===== config.mk =====
export PLATFORM = sky130hd
export DESIGN_NAME = pkt_framer_tx
export DESIGN_NICKNAME = d
export VERILOG_FILES = /design/src/rtl/txf_pkg.sv /design/src/rtl/txf_fifo.sv /design/src/rtl/txf_crc.sv /design/src/rtl/txf_irq.sv /design/src/rtl/pkt_framer_tx.sv
export SDC_FILE = /design/constraint.sdc
export NUM_CORES = 1
export LEC_CHECK = 0
export BUFFER_PORTS_ARGS = -buffer_cell sky130_fd_sc_hd__buf_2
export CAP_MARGIN = 20
export CELL_PAD_IN_SITES_DETAIL_PLACEMENT = 0
export CELL_PAD_IN_SITES_GLOBAL_PLACEMENT = 1
export CORE_MARGIN = 2
export CORE_UTILIZATION = 57
export DETAILED_ROUTE_END_ITERATION = 7
export PLACE_DENSITY = 0.92
export RECOVER_POWER = 25
export SKIP_CTS_REPAIR_TIMING = 1
export SLEW_MARGIN = 10
export SYNTH_ARGS = -nofsm -noshare
export SYNTH_HDL_FRONTEND = slang
export SYNTH_HIERARCHICAL = 1
export SYNTH_SLANG_ARGS = --single-unit

===== constraint.sdc =====
create_clock -name clk -period 7.8 [get_ports clk]
set_input_delay 1.17 -clock clk [delete_from_list [all_inputs] [get_ports clk]]
set_output_delay 1.17 -clock clk [all_outputs]
set_load 0.005 [all_outputs]

===== src/rtl/txf_pkg.sv =====
package txf_pkg;
    // Frame fields in transmit order; the order drives field sequencing.
    typedef enum logic [2:0] {
        F_PRE  = 3'd0,
        F_SYNC = 3'd1,
        F_HDR  = 3'd2,
        F_LEN  = 3'd3,
        F_PAY  = 3'd4,
        F_CRC  = 3'd5,
        F_DONE = 3'd6
    } fld_t;

    localparam int          NSRC       = 4;
    localparam int          ST_SENT    = 0;
    localparam int          ST_UFLOW   = 1;
    localparam int          ST_AFULL   = 2;
    localparam int          ST_AEMPTY  = 3;
    localparam logic [15:0] POLY_A     = 16'h1021;
    localparam logic [15:0] POLY_B     = 16'h8005;
    localparam logic [7:0]  PRE_BYTE   = 8'hAA;
endpackage


===== src/rtl/txf_fifo.sv =====
// Byte FIFO for the transmit payload.
// Does: stores host bytes, gives a combinational head byte, reports its level.
// Assumes: a write when full is dropped; a pop when empty is never issued; clear wins.
module txf_fifo #(
    parameter int DW = 8,
    parameter int AW = 6
) (
    input  logic          clk,
    input  logic          rst_n,
    input  logic          clr,
    input  logic          wr_en,
    input  logic [DW-1:0] wr_data,
    input  logic          rd_en,
    output logic [DW-1:0] rd_data,
    output logic [AW:0]   level,
    output logic          empty
);
    localparam int DEPTH = 1 << AW;

    logic [DW-1:0] mem [DEPTH];
    logic [AW-1:0] wp, rp;
    logic          do_wr, do_rd;

    assign do_wr   = wr_en && (level != (AW+1)'(DEPTH));
    assign do_rd   = rd_en && !empty;
    assign empty   = (level == '0);
    assign rd_data = mem[rp];

    // Storage write.
    always_ff @(posedge clk) begin
        if (do_wr) mem[wp] <= wr_data;
    end

    // Pointer and level update.
    always_ff @(posedge clk) begin
        if (!rst_n || clr) begin
            wp    <= '0;
            rp    <= '0;
            level <= '0;
        end else begin
            if (do_wr) wp <= wp + 1'b1;
            if (do_rd) rp <= rp + 1'b1;
            level <= level + (AW+1)'(do_wr) - (AW+1)'(do_rd);
        end
    end
endmodule


===== src/rtl/txf_crc.sv =====
// Serial 16-bit CRC.
// Does: one bit per step, MSB-first feedback, polynomial chosen by sel.
// Assumes: seed has priority over step; crc_d is the value after this cycle.
module txf_crc #(
    parameter int CW = 16
) (
    input  logic          clk,
    input  logic          rst_n,
    input  logic          seed,
    input  logic          step,
    input  logic          din,
    input  logic [1:0]    sel,
    output logic          crc_on,
    output logic [CW-1:0] crc_q,
    output logic [CW-1:0] crc_d
);
    import txf_pkg::*;

    logic [CW-1:0] poly;

    // Polynomial select.
    always_comb begin
        case (sel)
            2'd1:    poly = POLY_A;
            2'd2:    poly = POLY_B;
            default: poly = '0;
        endcase
    end

    assign crc_on = (sel == 2'd1) || (sel == 2'd2);

    // Next value of the shift register.
    always_comb begin
        crc_d = crc_q;
        if (seed)
            crc_d = '1;
        else if (step)
            crc_d = {crc_q[CW-2:0], 1'b0} ^ ((crc_q[CW-1] ^ din) ? poly : '0);
    end

    // Register.
    always_ff @(posedge clk) begin
        if (!rst_n) crc_q <= '1;
        else        crc_q <= crc_d;
    end
endmodule


===== src/rtl/txf_irq.sv =====
// Interrupt status latch.
// Does: latches set pulses or levels, clears on request, drives the active-low pin.
// Assumes: a set in the same cycle as a clear wins.
module txf_irq #(
    parameter int N = 4
) (
    input  logic         clk,
    input  logic         rst_n,
    input  logic [N-1:0] set,
    input  logic [N-1:0] en,
    input  logic         clr,
    output logic [N-1:0] status,
    output logic         nirq
);
    // Status latch.
    always_ff @(posedge clk) begin
        if (!rst_n) status <= '0;
        else        status <= (clr ? '0 : status) | set;
    end

    assign nirq = ~|(status & en);
endmodule


===== src/rtl/pkt_framer_tx.sv =====
// Transmit packet framer.
// Does: sequences preamble, sync, header, length, payload and CRC bytes onto a
//       strobed serial output, then returns to ready with a sent status.
// Assumes: configuration inputs are held stable while a frame is in flight.
module pkt_framer_tx
    import txf_pkg::*;
#(
    parameter int AW       = 6,
    parameter int LW       = 8,
    parameter int SYNC_MAX = 4,
    parameter int HDR_MAX  = 3,
    parameter int THW      = 6
) (
    input  logic                         clk,
    input  logic                         rst_n,
    input  logic                         wr_en,
    input  logic [7:0]                   wr_data,
    input  logic                         fifo_clr,
    input  logic                         tx_go,
    input  logic                         bit_stb,
    input  logic [3:0]                   cfg_pre,
    input  logic [$clog2(SYNC_MAX)-1:0]  cfg_sync_n,
    input  logic [8*SYNC_MAX-1:0]        sync_word,
    input  logic [$clog2(HDR_MAX+1)-1:0] cfg_hdr_n,
    input  logic [8*HDR_MAX-1:0]         hdr_word,
    input  logic                         cfg_len_en,
    input  logic [LW-1:0]                pkt_len,
    input  logic [1:0]                   crc_sel,
    input  logic [THW-1:0]               af_thr,
    input  logic [THW-1:0]               ae_thr,
    input  logic [NSRC-1:0]              irq_en,
    input  logic                         irq_clr,
    output logic                         tx_bit,
    output logic                         ready,
    output logic [NSRC-1:0]              irq_status,
    output logic                         nirq
);
    localparam int SYNC_W = 8 * SYNC_MAX;
    localparam int HDR_W  = 8 * HDR_MAX;
    localparam int CNTW   = LW + 1;

    fld_t        fld, ld_f, nxt_f;
    logic [LW-1:0] idx, ld_i;
    logic [CNTW-1:0] cur_len;
    logic [2:0]  bitc;
    logic [7:0]  shreg, ld_byte;
    logic        busy, start, adv, byte_end, fld_last;
    logic        underrun, pop, done, crc_on;
    logic [6:0]  present;
    logic [7:0]  head;
    logic [AW:0] level;
    logic        empty;
    logic [15:0] crc_q, crc_d;
    logic [NSRC-1:0] set_v;

    assign start    = tx_go && !busy;
    assign adv      = busy && bit_stb;
    assign byte_end = adv && (bitc == 3'd7);
    assign ready    = !busy;
    assign tx_bit   = busy && shreg[7];

    // Length in bytes of the field being sent.
    always_comb begin
        case (fld)
            F_PRE:   cur_len = CNTW'(cfg_pre) + 1'b1;
            F_SYNC:  cur_len = CNTW'(cfg_sync_n) + 1'b1;
            F_HDR:   cur_len = CNTW'(cfg_hdr_n);
            F_LEN:   cur_len = CNTW'(1);
            F_PAY:   cur_len = CNTW'(pkt_len);
            F_CRC:   cur_len = CNTW'(2);
            default: cur_len = '0;
        endcase
    end

    // Which fields carry bytes in this frame; F_DONE never does.
    assign present = {1'b0, crc_on, (pkt_len != '0), cfg_len_en,
                      (cfg_hdr_n != '0), 1'b1, 1'b1};

    // First non-empty field after the current one.
    always_comb begin
        nxt_f = F_DONE;
        for (int k = 6; k >= 0; k--) begin
            if (k > int'(fld) && present[k]) nxt_f = fld_t'(k);
        end
    end

    assign fld_last = ({1'b0, idx} + 1'b1) >= cur_len;
    assign ld_f     = fld_last ? nxt_f : fld;
    assign ld_i     = fld_last ? '0 : idx + 1'b1;

    // Byte to load at the next byte boundary.
    always_comb begin
        ld_byte = '0;
        case (ld_f)
            F_PRE:  ld_byte = PRE_BYTE;
            F_SYNC: begin
                for (int k = 0; k < SYNC_MAX; k++)
                    if (ld_i == LW'(k)) ld_byte = sync_word[SYNC_W-8-8*k +: 8];
            end
            F_HDR: begin
                for (int k = 0; k < HDR_MAX; k++)
                    if (ld_i == LW'(k)) ld_byte = hdr_word[HDR_W-8-8*k +: 8];
            end
            F_LEN:  ld_byte = 8'(pkt_len);
            F_PAY:  ld_byte = head;
            F_CRC:  ld_byte = (ld_i == '0) ? crc_d[15:8] : crc_q[7:0];
            default: ld_byte = '0;
        endcase
    end

    assign underrun = byte_end && (ld_f == F_PAY) && empty;
    assign pop      = byte_end && (ld_f == F_PAY) && !empty;
    assign done     = byte_end && (ld_f == F_DONE);

    // Frame sequencer and bit shifter.
    always_ff @(posedge clk) begin
        if (!rst_n) begin
            busy  <= 1'b0;
            fld   <= F_PRE;
            idx   <= '0;
            bitc  <= '0;
            shreg <= '0;
        end else if (start) begin
            busy  <= 1'b1;
            fld   <= F_PRE;
            idx   <= '0;
            bitc  <= '0;
            shreg <= PRE_BYTE;
        end else if (byte_end) begin
            busy  <= !(underrun || done);
            fld   <= ld_f;
            idx   <= ld_i;
            bitc  <= '0;
            shreg <= ld_byte;
        end else if (adv) begin
            bitc  <= bitc + 1'b1;
            shreg <= {shreg[6:0], 1'b0};
        end
    end

    txf_fifo #(.DW(8), .AW(AW)) u_fifo (
        .clk(clk), .rst_n(rst_n), .clr(fifo_clr), .wr_en(wr_en), .wr_data(wr_data),
        .rd_en(pop), .rd_data(head), .level(level), .empty(empty)
    );

    txf_crc #(.CW(16)) u_crc (
        .clk(clk), .rst_n(rst_n), .seed(start),
        .step(adv && (fld == F_HDR || fld == F_LEN || fld == F_PAY)),
        .din(shreg[7]), .sel(crc_sel), .crc_on(crc_on), .crc_q(crc_q), .crc_d(crc_d)
    );

    // Status sources: events and level comparisons.
    always_comb begin
        set_v            = '0;
        set_v[ST_SENT]   = done;
        set_v[ST_UFLOW]  = underrun;
        set_v[ST_AFULL]  = level > (AW+1)'(af_thr);
        set_v[ST_AEMPTY] = level <= (AW+1)'(ae_thr);
    end

    txf_irq #(.N(NSRC)) u_irq (
        .clk(clk), .rst_n(rst_n), .set(set_v), .en(irq_en), .clr(irq_clr),
        .status(irq_status), .nirq(nirq)
    );
endmodule


==> summary.md, run 1 <==
| Metric | Value |
|---|---|
| Outcome | finished, violations left |
| Failing checks | capacitance limit, slew limit |
| Cts bufs inserted | 55 |
| Cell area after synthesis | 0.0253 mm² |
| Vias in the first global route | roughly 15000 |
| Syn_area_per_cell | about 16 µm² |
| Critical path arrival | between 6 and 7 ns |
| Cell Int Power | 0.00492 W |
| CP required | 8.26 ns |
| Die Ht | 215 µm |
| Row count | slightly below 80 |
| Largest fanout on the critical path | 16 |
| Die Span X | 215 µm |
| Pre-antenna DRT Iters | 5 |
| Critical Path Source Type | register |
| Worst hold slack | 0.474 ns |
| Worst-Margin Slew | 2.30 ns |
| Part of the cycle the worst path needs | 72.8% |
| Routability Congestion | 0.884 |
| WL final | 62400 µm |
| Die ar. | 0.0462 mm² |
| Clock sinks | 580 |
| Syn Inst Count | ~1600 |
| Max Cap Viol | 5 |
| Peak supply drop | 0.197 mV |
| Fillers | 3050 |
| Slew HR | -53.1% |
| Ant. Diodes | 0 |
| Sw frac | between 20% and 30% |
| Hold Path Class | reg -> reg |
| Worst skew pair latency | 0.59 ns |
| Cell Chain, Critical Path | nand3_1, o21a_1, nor2_1, inv_1, ha_1, and3_1, a21oi_1, nand3_1, o21ai_0, and2_0, nor3_1, o21a_1, ha_1, inv_1, ha_1, fa_1, a21oi_1, o21bai_1, a21oi_1, o21bai_1, mux2i_1 |
| Pwr/cell area | 221 mW/mm² |
| Port bufs | 112 |
| Largest net degree at the start of global routing | 65 |
| Setup violators final | 0 |
| Max Freq | 0.176 GHz |
| Psw | approximately 0.0013 W |
| Crit-path max cell delay | between 0.6 and 0.7 ns |
| Initial antenna violation count | 0 |
| Clock group share of total power | 41.4% |
| CTS Root Cell | clkbuf_16 |
| I/O pins | between 100 and 150 |
| Tot Pwr | 0.00619 W |
| Hold Fails Final Rpt | 0 |
| Area Overhead vs Synth | 10.6% |
| Final Skew | 0.0281 ns |
| Tmin final | 5.68 ns |
| Final nets | 1831 |
| Via-to-Cell Ratio | 6.54 |
| Flop pwr share | a little under three fifths |
| Pre-CTS setup slack | 1.81 ns |
| Setup TNS Final | 0 ns |
| Total gr overflow | 0 |
| Layout cells sized above 1 | roughly a fifth |
| Post-DR wirelength/cell | 26.9 µm |
| Count of pins over their slew limit | 226 |
| Sequential cell area | 0.0167 mm² |
| Leakage | roughly 8.9 nW |
| Area of the multi-input gates | 0.00797 mm² |
| CP Capture Type | register |
| Worst-path clk slew | 0.06 ns |
| Worst-path cell with the longest stage delay | o21ai_0 |
| CORE AREA | 0.0440 mm² |
| Gate power share | 3.6% |
| TritonCTS clock tree | done |
| Clk buf depth | 3 |
| Via count | 15172 |
| Starting Density | 57.5% |
| Residual DRC count | 0 |
| Ys Warns | 6 |
| 1st-iter DRT viols | around 1800 |
| Unrepaired setup endpoints after global routing | false |
| Antenna-violating nets left | 0 |
| Syn Nets | 1733 |
| Setup CP Type | reg -> reg |
| Global-route wire length before repair | 93400 µm |
| H-Tree Level Count | 2 |
| Final worst slack | about 2.1 ns |
| Post-DP HPWL | 38500 µm |
| GRT Overall Usage | 27.0% |
stage by stage:
stage / std cells / area, µm² / utilization, %
floorplan: 1588 / 25300 / -
detailed placement: 2215 / 26300 / 59.6
CTS: 2315 / 28000 / 63.5
global placement: 2215 / 26300 / 59.6
global route: 2321 / 28000 / 63.6
finish: 2321 / 28000 / 63.6
sequential cells by signal, summed over array words and instances (netlist names), named ones only:
signal and flops:
shreg 8, u_irq/status 4, u_fifo/level 7, u_crc/crc_q 16, u_fifo/mem 512, fld 3
busy 1, u_fifo/wp 6, bitc 3, u_fifo/rp 6, idx 8
critical path: cells and delay by family (launching register included):
kind                     cells  cell delay (ns)
flip-flops                   1             0.46
buffers and inverters        2             0.14
multiplexers                 1             0.11
adder cells (fa/ha/maj)      4             1.26
AO/OA/AOI/OAI                8             1.75
AND/OR/NAND/NOR              6             1.82
final timing paths:
kind         depth (start not counted)            startpoint  slack, ns                         end
max                                 21   idx[2]$_SDFFE_PP0P_       2.12  u_fifo/level[6]$_SDFF_PP0_
min                                  2  bitc[2]$_SDFFE_PP0P_       0.47        bitc[2]$_SDFFE_PP0P_
max reg2reg                         21   idx[2]$_SDFFE_PP0P_       2.12  u_fifo/level[6]$_SDFF_PP0_
min reg2reg                          2  bitc[2]$_SDFFE_PP0P_       0.47        bitc[2]$_SDFFE_PP0P_
area by class of cell:
| class | instances | area share (%) |
|---|---|---|
| Clock buffer | 69 | 5.21 |
| Clock inverter | 31 | 0.911 |
| Inverter | 36 | 0.482 |
| Multi-Input combinational cell | 882 | 28.5 |
| Sequential cell | 580 | 59.8 |
| Tap cell | 592 | 2.64 |
| Timing Repair Buffer | 131 | 2.51 |
power groups by stage:
stage	Sequential (W)	Clock (W)	Combinational, W
floorplan	0.00346	0	0.000106
global placement	0.00346	0	0.000211
detailed placement	0.00347	0	0.000219
CTS	0.00340	0.00260	0.000221
global route	0.00340	0.00271	0.000245
finish	0.00340	0.00256	0.000225
routing by layer:
layer,routed length [µm],global-route usage [%],share of wire [%]
met1,23700,35.4,38
met2,30800,45.5,49
met3,5080,4.20,8.1
met4,2810,11.2,4.5
met5,0,0,0
cells in the final DEF (no fill, tap or decap), types with 18 or more instances in the layout:
| master | n |
|---|---|
| edfxtp_1 | 512 |
| o21ai_0 | 35 |
| inv_1 | 35 |
| mux2i_1 | 36 |
| dfxtp_1 | 65 |
| mux2_2 | 18 |
| nand2_1 | 74 |
| a21oi_1 | 49 |
| clkbuf_1 | 20 |
| clkbuf_16 | 55 |
| ha_1 | 38 |
| nor2b_1 | 29 |
| nand3_1 | 32 |
| nor2_1 | 120 |
| o22ai_1 | 20 |
| buf_2 | 105 |
| mux4_2 | 117 |
| nand4_1 | 20 |
No activity file was read; power rests on OpenSTA's default activity.
==> run 2, diff against run 1 <==
ABC_AREA = 1   (was unset)
CORE_UTILIZATION = 49   (was 57)
PLACE_DENSITY = 0.87   (was 0.92)
clock period = 5.4 ns   (was 7.8 ns; I/O delays follow)
==> run 2 against run 1 <==
The run still ends with capacitance limit, slew limit left. Flip-flop and latch count did not move. Hold slack got worse by 0.075 ns. Non-clock buffer count rose by 6. Setup slack got worse by 1.4 ns. Clock skew fell by 0.012 ns. Routed wire length rose by 2.0%. Combinational power rose by 50%. Die area rose by 21%. Synthesized area rose by 4.7%. Critical path type unchanged.
==> summary.md, run 2 <==
| Metric | Value |
|---|---|
| Syn Nets | 2764 (was 1733) |
| Flop pwr share | 54.4% (was 55.0%) |
| Worst-path clk slew | 0.06 ns (about the same) |
| Via count | 18965 (was 15172) |
| Cell Int Power | 0.00716 W (was 0.00492 W) |
| Critical path arrival | 5.17 ns (was 6.14 ns) |
| H-Tree Level Count | 2 (unchanged) |
| Post-DR wirelength/cell | 18.6 µm (was 26.9 µm) |
| CTS Root Cell | clkbuf_16 (unchanged) |
| Largest net degree at the start of global routing | 257 (was 65) |
| GRT Overall Usage | 22.6% (was 27.0%) |
| Port bufs | 112 (unchanged) |
| I/O pins | 113 (unchanged) |
| Sw frac | 20.7% (was 20.5%) |
| Setup violators final | 0 (unchanged) |
| Outcome | finished, violations left (unchanged) |
| Starting Density | 49.4% (was 57.5%) |
| Via-to-Cell Ratio | 5.55 (was 6.54) |
| Count of pins over their slew limit | 390 (was 226) |
| Largest register FFs | 512 (unchanged) |
| Unrepaired setup endpoints after global routing | false (unchanged) |
| Failing checks | capacitance limit, slew limit (unchanged) |
| Tot Pwr | 0.00904 W (was 0.00619 W) |
| Clk buf depth | 3 (unchanged) |
| CORE AREA | 0.0537 mm² (was 0.0440 mm²) |
| Largest regs | u_fifo/mem (512), u_crc/crc_q (16) (unchanged) |
| Clock sinks | 580 (unchanged) |
| Initial antenna violation count | 0 (unchanged) |
| TritonCTS clock tree | done (unchanged) |
| Tmin final | 4.63 ns (was 5.68 ns) |
| Most frequent cells in the layout | nand2_1, nand3_1, edfxtp_1 (was edfxtp_1, nor2_1, mux4_2) |
| 1st-iter DRT viols | 1955 (was 1780) |
| Global-route wire length before repair | 99900 µm (was 93400 µm) |
| Hold Path Class | in -> reg (was reg -> reg) |
| WL final | 63700 µm (was 62400 µm) |
| Row count | 85 (was 77) |
| Largest Register | u_fifo/mem (unchanged) |
| Peak supply drop | 0.326 mV (was 0.197 mV) |
| Pwr/cell area | 312 mW/mm² (was 221 mW/mm²) |
| Antenna-violating nets left | 0 (unchanged) |
| Max Cap Viol | 6 (was 5) |
| Fillers | 4642 (was 3050) |
| CP Capture Type | register (unchanged) |
| Die ar. | 0.0560 mm² (was 0.0462 mm²) |
| Critical Path Source Type | register (unchanged) |
| Largest fanout on the critical path | 8 (was 16) |
| Max Freq | 0.216 GHz (was 0.176 GHz) |
| Clock group share of total power | 41.9% (was 41.4%) |
| Part of the cycle the worst path needs | 85.8% (was 72.8%) |
| Cell area after synthesis | 0.0265 mm² (was 0.0253 mm²) |
| Syn_area_per_cell | 10.1 µm² (was 16.0 µm²) |
| Ys Warns | 6 (unchanged) |
| Setup TNS Final | 0 ns (unchanged) |
| Vias in the first global route | 18132 (was 15078) |
| Gate power share | 3.7% (was 3.6%) |
| Residual DRC count | 0 (unchanged) |
| Commonest non-fill, non-tap cell in the layout | nand2_1 (was edfxtp_1) |
| Cts bufs inserted | 57 (was 55) |
| Post-DP HPWL | 38900 µm (was 38500 µm) |
| Worst-Margin Slew | 3.31 ns (was 2.30 ns) |
| Pre-antenna DRT Iters | 6 (was 5) |
| Layout cells sized above 1 | 9.96% (was 21.1%) |
| Total gr overflow | 0 (unchanged) |
| Die Span X | 237 µm (was 215 µm) |
| Routability Congestion | 0.881 (was 0.884) |
| CP required | 5.94 ns (was 8.26 ns) |
| Final nets | 2827 (was 1831) |
| Setup CP Type | reg -> reg (unchanged) |
| Die Ht | 237 µm (was 215 µm) |
| Slew HR | -120% (was -53.1%) |
| Ant. Diodes | 0 (unchanged) |
| Worst skew pair latency | 0.62 ns (was 0.59 ns) |
| Syn Inst Count | 2619 (was 1588) |
| Final Skew | 0.0163 ns (was 0.0281 ns) |
| Hold Fails Final Rpt | 0 (unchanged) |
| Psw | 0.00188 W (was 0.00127 W) |
| Area Overhead vs Synth | 9.24% (was 10.6%) |
| Leakage | 11.1 nW (was 8.91 nW) |
==> run 2: power by group through the flow <==
stage               combinational (W)  sequential [W]  clock (W)
CTS                          0.000339         0.00490    0.00386
floorplan                    0.000163         0.00500          0
global placement             0.000332         0.00500          0
detailed placement           0.000338         0.00500          0
finish                       0.000338         0.00491    0.00379
global route                 0.000374         0.00491    0.00404
==> run 2: final cells by class <==
class / count / area, µm² / share of cell area [%]
clock inverters: 31 / 250 / 0.863
inverters: 154 / 586 / 2.02
repair buffers: 137 / 758 / 2.62
multi-input cells: 1752 / 8260 / 28.5
flip-flops and latches: 580 / 16700 / 57.8
clock buffers: 68 / 1510 / 5.21
well taps: 696 / 871 / 3.00
==> run 2: worst paths after layout <==
path,start,slack (ns),cells past startpoint,to
hold reg to reg,bitc[2]$_SDFFE_PP0P_,0.48,2,bitc[2]$_SDFFE_PP0P_
hold / removal,fifo_clr,0.40,2,u_fifo/level[2]$_SDFF_PP0_
setup / recovery,fld[0]$_SDFFE_PP0P_,0.77,27,u_fifo/level[4]$_SDFF_PP0_
setup reg to reg,fld[0]$_SDFFE_PP0P_,0.77,27,u_fifo/level[4]$_SDFF_PP0_
==> run 2: stage by stage <==
stage	area [µm²]	util (%)	std cells	hold WS, ns	setup slack (ns)
after floorplan	26500	-	2619	0.445	1.12
after global placement	27200	50.7	3318	0.452	0.454
after detailed placement	27200	50.7	3319	0.470	0.398
after CTS	29000	54.0	3418	0.366	0.785
after global routing	29000	54.0	3418	0.399	0.311
final	29000	54.0	3418	0.399	0.768
==> run 2: layer usage <==
metal	GRT usage [%]	vias up	wire [µm]	share of wire, %
met2	36.8	676	29900	47
met4	8.71	0	2220	3.5
met5	0	-	0	0
met1	31.1	9045	27200	43
met3	2.97	124	4350	6.8
li1	-	9120	-	-
==> run 2: critical path, cell delays in order (launching register included) <==
cell	delay, ns
dfxtp_1	0.47
inv_2	0.11
nand3_1	0.12
inv_1	0.15
a211o_1	0.34
ha_1	0.27
inv_1	0.05
nand2_1	0.04
nand3_1	0.07
nand3_1	0.06
nand2_1	0.08
nand2_2	0.07
nand2_2	0.14
nand2_2	0.12
nand2_1	0.13
nand2_4	0.10
clkinv_2	0.11
nand2_1	0.08
nor3_1	0.33
nand2_1	0.22
inv_1	0.18
ha_1	0.14
inv_1	0.04
ha_1	0.21
fa_1	0.45
a31oi_1	0.20
o21ai_0	0.10
a21oi_1	0.18
